File: src/rtl/bklt_pkg.sv
package bklt_pkg;

    localparam int DUTY_W = 16;
    localparam int BITS_W = 4;
    localparam int BEFF_W = 5;
    localparam int REG_W  = DUTY_W + BITS_W;

    typedef enum logic [1:0] {
        SEL_PERIOD = 2'd0,
        SEL_CTRL   = 2'd1,
        SEL_LOCK   = 2'd2,
        SEL_DIV    = 2'd3
    } reg_sel_e;

    typedef struct packed {
        logic [DUTY_W-1:0] len;
        logic [BEFF_W-1:0] bits;
    } period_t;

    typedef struct packed {
        logic en;
        logic frac;
    } mode_t;

    function automatic logic [BEFF_W-1:0] eff_bits(input logic [BITS_W-1:0] raw);
        return (raw == '0) ? BEFF_W'(DUTY_W) : {1'b0, raw};
    endfunction

    function automatic logic [DUTY_W-1:0] bit_mask(input logic [BEFF_W-1:0] b);
        logic [DUTY_W:0] t;
        t = ({{DUTY_W{1'b0}}, 1'b1} << b) - 1'b1;
        return t[DUTY_W-1:0];
    endfunction

    function automatic logic [DUTY_W-1:0] int_part(input logic [DUTY_W-1:0] duty,
                                                   input logic [BEFF_W-1:0] b);
        return duty >> (BEFF_W'(DUTY_W) - b);
    endfunction

    function automatic logic [DUTY_W-1:0] frac_left(input logic [DUTY_W-1:0] duty,
                                                    input logic [BEFF_W-1:0] b);
        return duty << b;
    endfunction

endpackage

File: src/rtl/bklt_prescale.sv
module bklt_prescale #(
    parameter int DIV_W = 16
) (
    input  logic             clk,
    input  logic             rst,
    input  logic [DIV_W-1:0] div,
    output logic             tick
);
    logic [DIV_W-1:0] pre_q;

    assign tick = (pre_q >= div);

    always_ff @(posedge clk) begin
        if (rst) begin
            pre_q <= '0;
        end else if (tick) begin
            pre_q <= '0;
        end else begin
            pre_q <= pre_q + 1'b1;
        end
    end
endmodule

File: src/rtl/bklt_regs.sv
module bklt_regs
    import bklt_pkg::*;
#(
    parameter int DIV_W = 16
) (
    input  logic              clk,
    input  logic              rst,
    input  logic              wr_en,
    input  logic [1:0]        wr_sel,
    input  logic [REG_W-1:0]  wr_data,
    input  logic              period_end,
    output period_t           period,
    output mode_t             mode,
    output logic [DUTY_W-1:0] duty_next,
    output logic [DIV_W-1:0]  div,
    output logic              pending,
    output logic              master_ign
);
    logic [DUTY_W-1:0] per_val_q;
    logic [BITS_W-1:0] per_bits_q;
    mode_t             mode_q;
    logic [DUTY_W-1:0] shadow_q, active_q;
    logic              lock_q, ign_q, dirty_q, pend_q;
    logic [DIV_W-1:0]  div_q;

    reg_sel_e          sel;
    logic              xfer, set_pend;
    logic [BEFF_W-1:0] beff;
    logic [DUTY_W-1:0] msk, masked;

    assign sel    = reg_sel_e'(wr_sel);
    assign beff   = eff_bits(per_bits_q);
    assign msk    = bit_mask(beff);
    assign masked = per_val_q & msk;

    assign period.bits = beff;
    assign period.len  = (masked == '0) ? msk : masked;
    assign mode        = mode_q;
    assign div         = div_q;
    assign pending     = pend_q;
    assign master_ign  = ign_q;

    assign xfer      = pend_q && !lock_q && period_end;
    assign duty_next = xfer ? shadow_q : active_q;

    always_comb begin
        set_pend = 1'b0;
        if (wr_en) begin
            if (sel == SEL_CTRL && !lock_q) begin
                set_pend = 1'b1;
            end else if (sel == SEL_LOCK && lock_q && !wr_data[0] && dirty_q) begin
                set_pend = 1'b1;
            end
        end
    end

    always_ff @(posedge clk) begin
        if (rst) begin
            per_val_q  <= '0;
            per_bits_q <= '0;
            mode_q     <= '0;
            shadow_q   <= '0;
            active_q   <= '0;
            lock_q     <= 1'b0;
            ign_q      <= 1'b0;
            dirty_q    <= 1'b0;
            pend_q     <= 1'b0;
            div_q      <= '0;
        end else begin
            if (xfer) begin
                active_q <= shadow_q;
            end
            pend_q <= (pend_q && !xfer) || set_pend;
            if (wr_en) begin
                case (sel)
                    SEL_PERIOD: begin
                        per_val_q  <= wr_data[DUTY_W-1:0];
                        per_bits_q <= wr_data[REG_W-1:DUTY_W];
                    end
                    SEL_CTRL: begin
                        shadow_q    <= wr_data[DUTY_W-1:0];
                        mode_q.frac <= wr_data[DUTY_W];
                        mode_q.en   <= wr_data[DUTY_W+1];
                        if (lock_q) begin
                            dirty_q <= 1'b1;
                        end
                    end
                    SEL_LOCK: begin
                        lock_q <= wr_data[0];
                        ign_q  <= wr_data[1];
                        if (lock_q && !wr_data[0]) begin
                            dirty_q <= 1'b0;
                        end
                    end
                    SEL_DIV: begin
                        div_q <= wr_data[DIV_W-1:0];
                    end
                    default: ;
                endcase
            end
        end
    end

    AST_LOCK_FREEZES: assert property (@(posedge clk) disable iff (rst)
        $past(lock_q) |-> $stable(active_q));
    AST_XFER_ON_EDGE: assert property (@(posedge clk) disable iff (rst)
        !$stable(active_q) |-> $past(period_end));
    AST_PEND_CLEARS_ON_EDGE: assert property (@(posedge clk) disable iff (rst)
        $fell(pend_q) |-> $past(period_end));
endmodule

File: src/rtl/bklt_core.sv
module bklt_core
    import bklt_pkg::*;
(
    input  logic              clk,
    input  logic              rst,
    input  logic              tick,
    input  period_t           period,
    input  mode_t             mode,
    input  logic [DUTY_W-1:0] duty_next,
    output logic              period_end,
    output logic              pwm
);
    logic [DUTY_W-1:0] cnt_q, acc_q;
    logic [DUTY_W:0]   hi_q;
    logic              pwm_q;
    logic [DUTY_W:0]   sum;
    logic              carry;

    assign period_end = tick && (cnt_q >= period.len - 1'b1);
    assign sum   = {1'b0, acc_q} + {1'b0, frac_left(duty_next, period.bits)};
    assign carry = mode.frac && sum[DUTY_W];
    assign pwm   = pwm_q;

    always_ff @(posedge clk) begin
        if (rst) begin
            cnt_q <= '0;
            acc_q <= '0;
            hi_q  <= '0;
            pwm_q <= 1'b0;
        end else begin
            pwm_q <= mode.en && ({1'b0, cnt_q} < hi_q);
            if (period_end) begin
                cnt_q <= '0;
                acc_q <= mode.frac ? sum[DUTY_W-1:0] : '0;
                hi_q  <= {1'b0, int_part(duty_next, period.bits)} + {{DUTY_W{1'b0}}, carry};
            end else if (tick) begin
                cnt_q <= cnt_q + 1'b1;
            end
        end
    end

    AST_DISABLED_LOW: assert property (@(posedge clk) disable iff (rst)
        !$past(mode.en) |-> !pwm_q);
    AST_ZERO_DUTY_LOW: assert property (@(posedge clk) disable iff (rst)
        ($past(hi_q) == '0) |-> !pwm_q);
endmodule

File: src/rtl/bklt_pwm.sv
module bklt_pwm
    import bklt_pkg::*;
#(
    parameter int DIV_W = 16
) (
    input  logic             clk,
    input  logic             rst,
    input  logic             wr_en,
    input  logic [1:0]       wr_sel,
    input  logic [REG_W-1:0] wr_data,
    output logic             pwm_o,
    output logic             pending_o,
    output logic             master_ign_o
);
    period_t           period;
    mode_t             mode;
    logic [DUTY_W-1:0] duty_next;
    logic [DIV_W-1:0]  div;
    logic              tick, period_end;

    bklt_regs #(.DIV_W(DIV_W)) u_regs (
        .clk        (clk),
        .rst        (rst),
        .wr_en      (wr_en),
        .wr_sel     (wr_sel),
        .wr_data    (wr_data),
        .period_end (period_end),
        .period     (period),
        .mode       (mode),
        .duty_next  (duty_next),
        .div        (div),
        .pending    (pending_o),
        .master_ign (master_ign_o)
    );

    bklt_prescale #(.DIV_W(DIV_W)) u_pre (
        .clk  (clk),
        .rst  (rst),
        .div  (div),
        .tick (tick)
    );

    bklt_core u_core (
        .clk        (clk),
        .rst        (rst),
        .tick       (tick),
        .period     (period),
        .mode       (mode),
        .duty_next  (duty_next),
        .period_end (period_end),
        .pwm        (pwm_o)
    );
endmodule

File: config.mk
export PLATFORM = sky130hd
export DESIGN_NAME = bklt_pwm
export DESIGN_NICKNAME = d
export VERILOG_FILES = /design/src/rtl/bklt_pkg.sv /design/src/rtl/bklt_prescale.sv /design/src/rtl/bklt_regs.sv /design/src/rtl/bklt_core.sv /design/src/rtl/bklt_pwm.sv
export SDC_FILE = /design/constraint.sdc
export NUM_CORES = 1
export LEC_CHECK = 0
export ABC_AREA = 1
export BUFFER_PORTS_ARGS = -buffer_cell sky130_fd_sc_hd__buf_2
export CAP_MARGIN = 25
export CORE_ASPECT_RATIO = 1.4
export CORE_MARGIN = 1
export CORE_UTILIZATION = 62
export CTS_CLUSTER_SIZE = 25
export DETAILED_ROUTE_END_ITERATION = 10
export GPL_TIMING_DRIVEN = 1
export PLACE_DENSITY = 0.79
export SYNTH_ARGS = -nofsm -noshare
export SYNTH_HDL_FRONTEND = slang
export SYNTH_SLANG_ARGS = --single-unit
export TNS_END_PERCENT = 100
File: constraint.sdc
create_clock -name clk -period 9.75 [get_ports clk]
set_input_delay 2.925 -clock clk [delete_from_list [all_inputs] [get_ports clk]]
set_output_delay 2.925 -clock clk [all_outputs]
set_load 0.03 [all_outputs]
==> flow_summary.toml <==
[layout]
n_antenna_cell = 0
stdcell_area_um2 = 10900
drive_gt1_frac = 0.0940
fillers = 1414
final_common_cell = "nand2_1"
final_cell_mix = "nand2_1 (319), inv_1 (196), nor2_1 (157), nand3_1 (139), dfxtp_1 (137)"
nNetsFinal = 1644
area_delta_synth_final_pct = 10.3

[sta]
worst_pin_slew_ps = 975
max_slew_margin = 0.348
post-route-period-util = 0.916
report.final.hold_viol_count = 0
fmax_mhz = 112
timing.final.ws_setup_ps = 819
period_needed_ps = 8930
slew_violations = 0
skew_ps = 10.4
setup_viol = 0
setup_tns_ps = 0

[synthesis]
synth_ff_type = "dfxtp_1"
ys_seq_elements = 140
syn_area_per_cell_um2 = 6.50
synth_seq_area_share = 0.283
synthArstFlopShare = 0
ys_warn_count = 0
netlist_area_um2 = 9910
synthCells = 1525
synth_fp_nets = 1629
synthDistinctLibCells = 53
synth_edf_count = 0

[place]
hpwl_mm = 21.5
portBuffers = 27
dp_slack_ps = 68.5
placed_area_um2 = 10200
globalplace.congestion = 0.995

[floorplanning]
start_util = 0.635
ios = 28
die_y_um = 152
rows = 54
coreArea_um2 = 15600
die_area_um2 = 16500
die_w_um = 109

[setup_path]
slowest_stage = "fa_1"
worstReg2RegStart = "u_regs.per_bits_q[2]"
slowest_delay_ps = 460
r2r_end = "u_core.hi_q[10]"
r2r_slack_ps = 820
endpoint = "u_core.hi_q[10]"
crit_start = "u_regs.per_bits_q[2]"
crit_arrival_ps = 9260
cp-start-kind = "flop"
worst-path-max-fanout = 21
crit_top_cell = "nand2_1"
path_class = "flop to flop"
end_kind = "flop"
crit_required_ps = 10080
reg2regPathDepth = 63

[worst_hold_path]
hold_path_class = "flop to flop"

[clock_network]
hold_buffers = 0
tritoncts = "yes"
cts.clk_slew.worst_paths_ps = 70
numCtsBuffers = 17
cts.sinks = 140
cts_buffer_depth = 2
root_buffer = "clkbuf_16"
clk_latency_ps = 430
htreeDepth = 4

[grt]
grtUsageTotal = 0.347
antenna_found_initial = 0
first_global_vias = 9297
grt_max_degree = 58
grt_pass1_wl_mm = 43.8
overflow = 0

[power_and_ir_drop]
irDropWorstVdd_uv = 122
power_density_nw_per_um2 = 160
p_total_mw = 1.75
leakage_nw = 5.02

[routing]
viasPerCell = 5.75
ant_nets = 0
routed_wl_mm = 27.8
drt_pass1_iterations = 5
wire_per_inst_um = 15.9
initialDrtViolationCount = 676
drc_errors = 0
vias = 10100

[flow_run]
drv_cap = 0

[outcome]
status = "complete, no violations"
where the power goes:
| group | leakage [nW] | internal (mW) | switching (mW) | total, mW |
|---|---|---|---|---|
| logic | 3.60 | 0.154 | 0.327 | 0.481 |
| registers | 1.14 | 0.589 | 0.0112 | 0.600 |
| clock network | 0.289 | 0.399 | 0.270 | 0.669 |
layout make-up:
type	instances	area [um^2]	area share
repair buffers	45	278	0.0254
well taps	196	245	0.0224
inverters	210	791	0.0723
clock inverters	12	136	0.0125
flip-flops and latches	140	2810	0.257
clock buffers	20	467	0.0427
multi-input cells	1126	6210	0.568
state kept, by name, indices dropped and copies added (netlist names), 4 cells and up:
signal	cells
u_core.acc_q	16
u_core.cnt_q	16
u_pre.pre_q	16
u_regs.per_val_q	16
u_regs.div	16
u_regs.shadow_q	16
u_core.hi_q	17
u_regs.per_bits_q	4
u_regs.active_q	16
layer usage:
metal  vias up  GRT usage  wire length [um]
li1       5072          -                 -
met1      4538      0.379             10900
met2       344      0.597             13700
met3       109     0.0590              1340
met4         0      0.259              1860
met5         -          0                 0
timing repair:
action,in CTS,in global routing
buffers inserted,0,6
setup endpoints to repair,0,17
hold endpoints to repair,0,0
gates resized for setup,0,30
kinds of logic after synthesis:
kind of cell / count (synthesis) / share of synthesized area
adders and majority gates: 79 / 0.100
buffers and inverters: 260 / 0.102
DFF: 140 / 0.283
AOI/OAI and AO/OA: 286 / 0.160
xor gates and xnor gates: 32 / 0.0283
and+or+nand+nor: 728 / 0.326
worst max-delay path, delay by kind of cell, from the launching register on:
family,cells,cell delay [ps]
buffers and inverters,7,720
AO/OA/AOI/OAI,10,1260
flip-flops,1,380
XOR/XNOR,2,470
AND/OR/NAND/NOR,38,4320
adder cells (fa/ha/maj),6,1640
metrics by stage:
step            util  hold WS [ps]  cells
3_5_place_dp   0.651           451   1710
5_1_grt        0.701           474   1749
2_1_floorplan      -           426   1525
6_report       0.701           460   1749
3_3_place_gp   0.651           441   1710
4_1_cts        0.690           462   1742
synthesized netlist by cell type (4+ instances only):
library cell  count  area [um^2]
nand2_1         319         1200
inv_1           197          739
nor2_1          162          608
dfxtp_1         140         2800
nand3_1         140          701
a21oi_1         119          596
o21ai_0         114          571
ha_1             78          976
nand4_1          37          231
clkbuf_1         36          135
xor2_1           26          228
nor3_1           21          105
nor2_2           12         75.1
o21bai_1          9         67.6
o22ai_1           8         50.1
nand2_2           7         43.8
nand3_2           7         70.1
clkinv_1          6         22.5
inv_2             6         22.5
xnor2_1           6         52.6
buf_1             5         18.8
buf_2             5         25.0
nor3b_1           5         37.5
o21ai_1           5         25.0
o31ai_1           4         30.0
or2_2             4         25.0
worst min-delay path by stage:
stage | from | endpoint | cells after the start
2_1_floorplan | u_core.hi_q[15] | u_core.hi_q[15] | 2
3_3_place_gp | u_regs.shadow_q[14] | u_regs.shadow_q[14] | 2
4_1_cts | u_core.acc_q[14] | u_core.acc_q[14] | 2
5_1_grt | u_core.acc_q[14] | u_core.acc_q[14] | 2
3_5_place_dp | u_core.acc_q[14] | u_core.acc_q[14] | 2
6_report | u_core.acc_q[14] | u_core.acc_q[14] | 2
(Power assumes the default switching activity.)
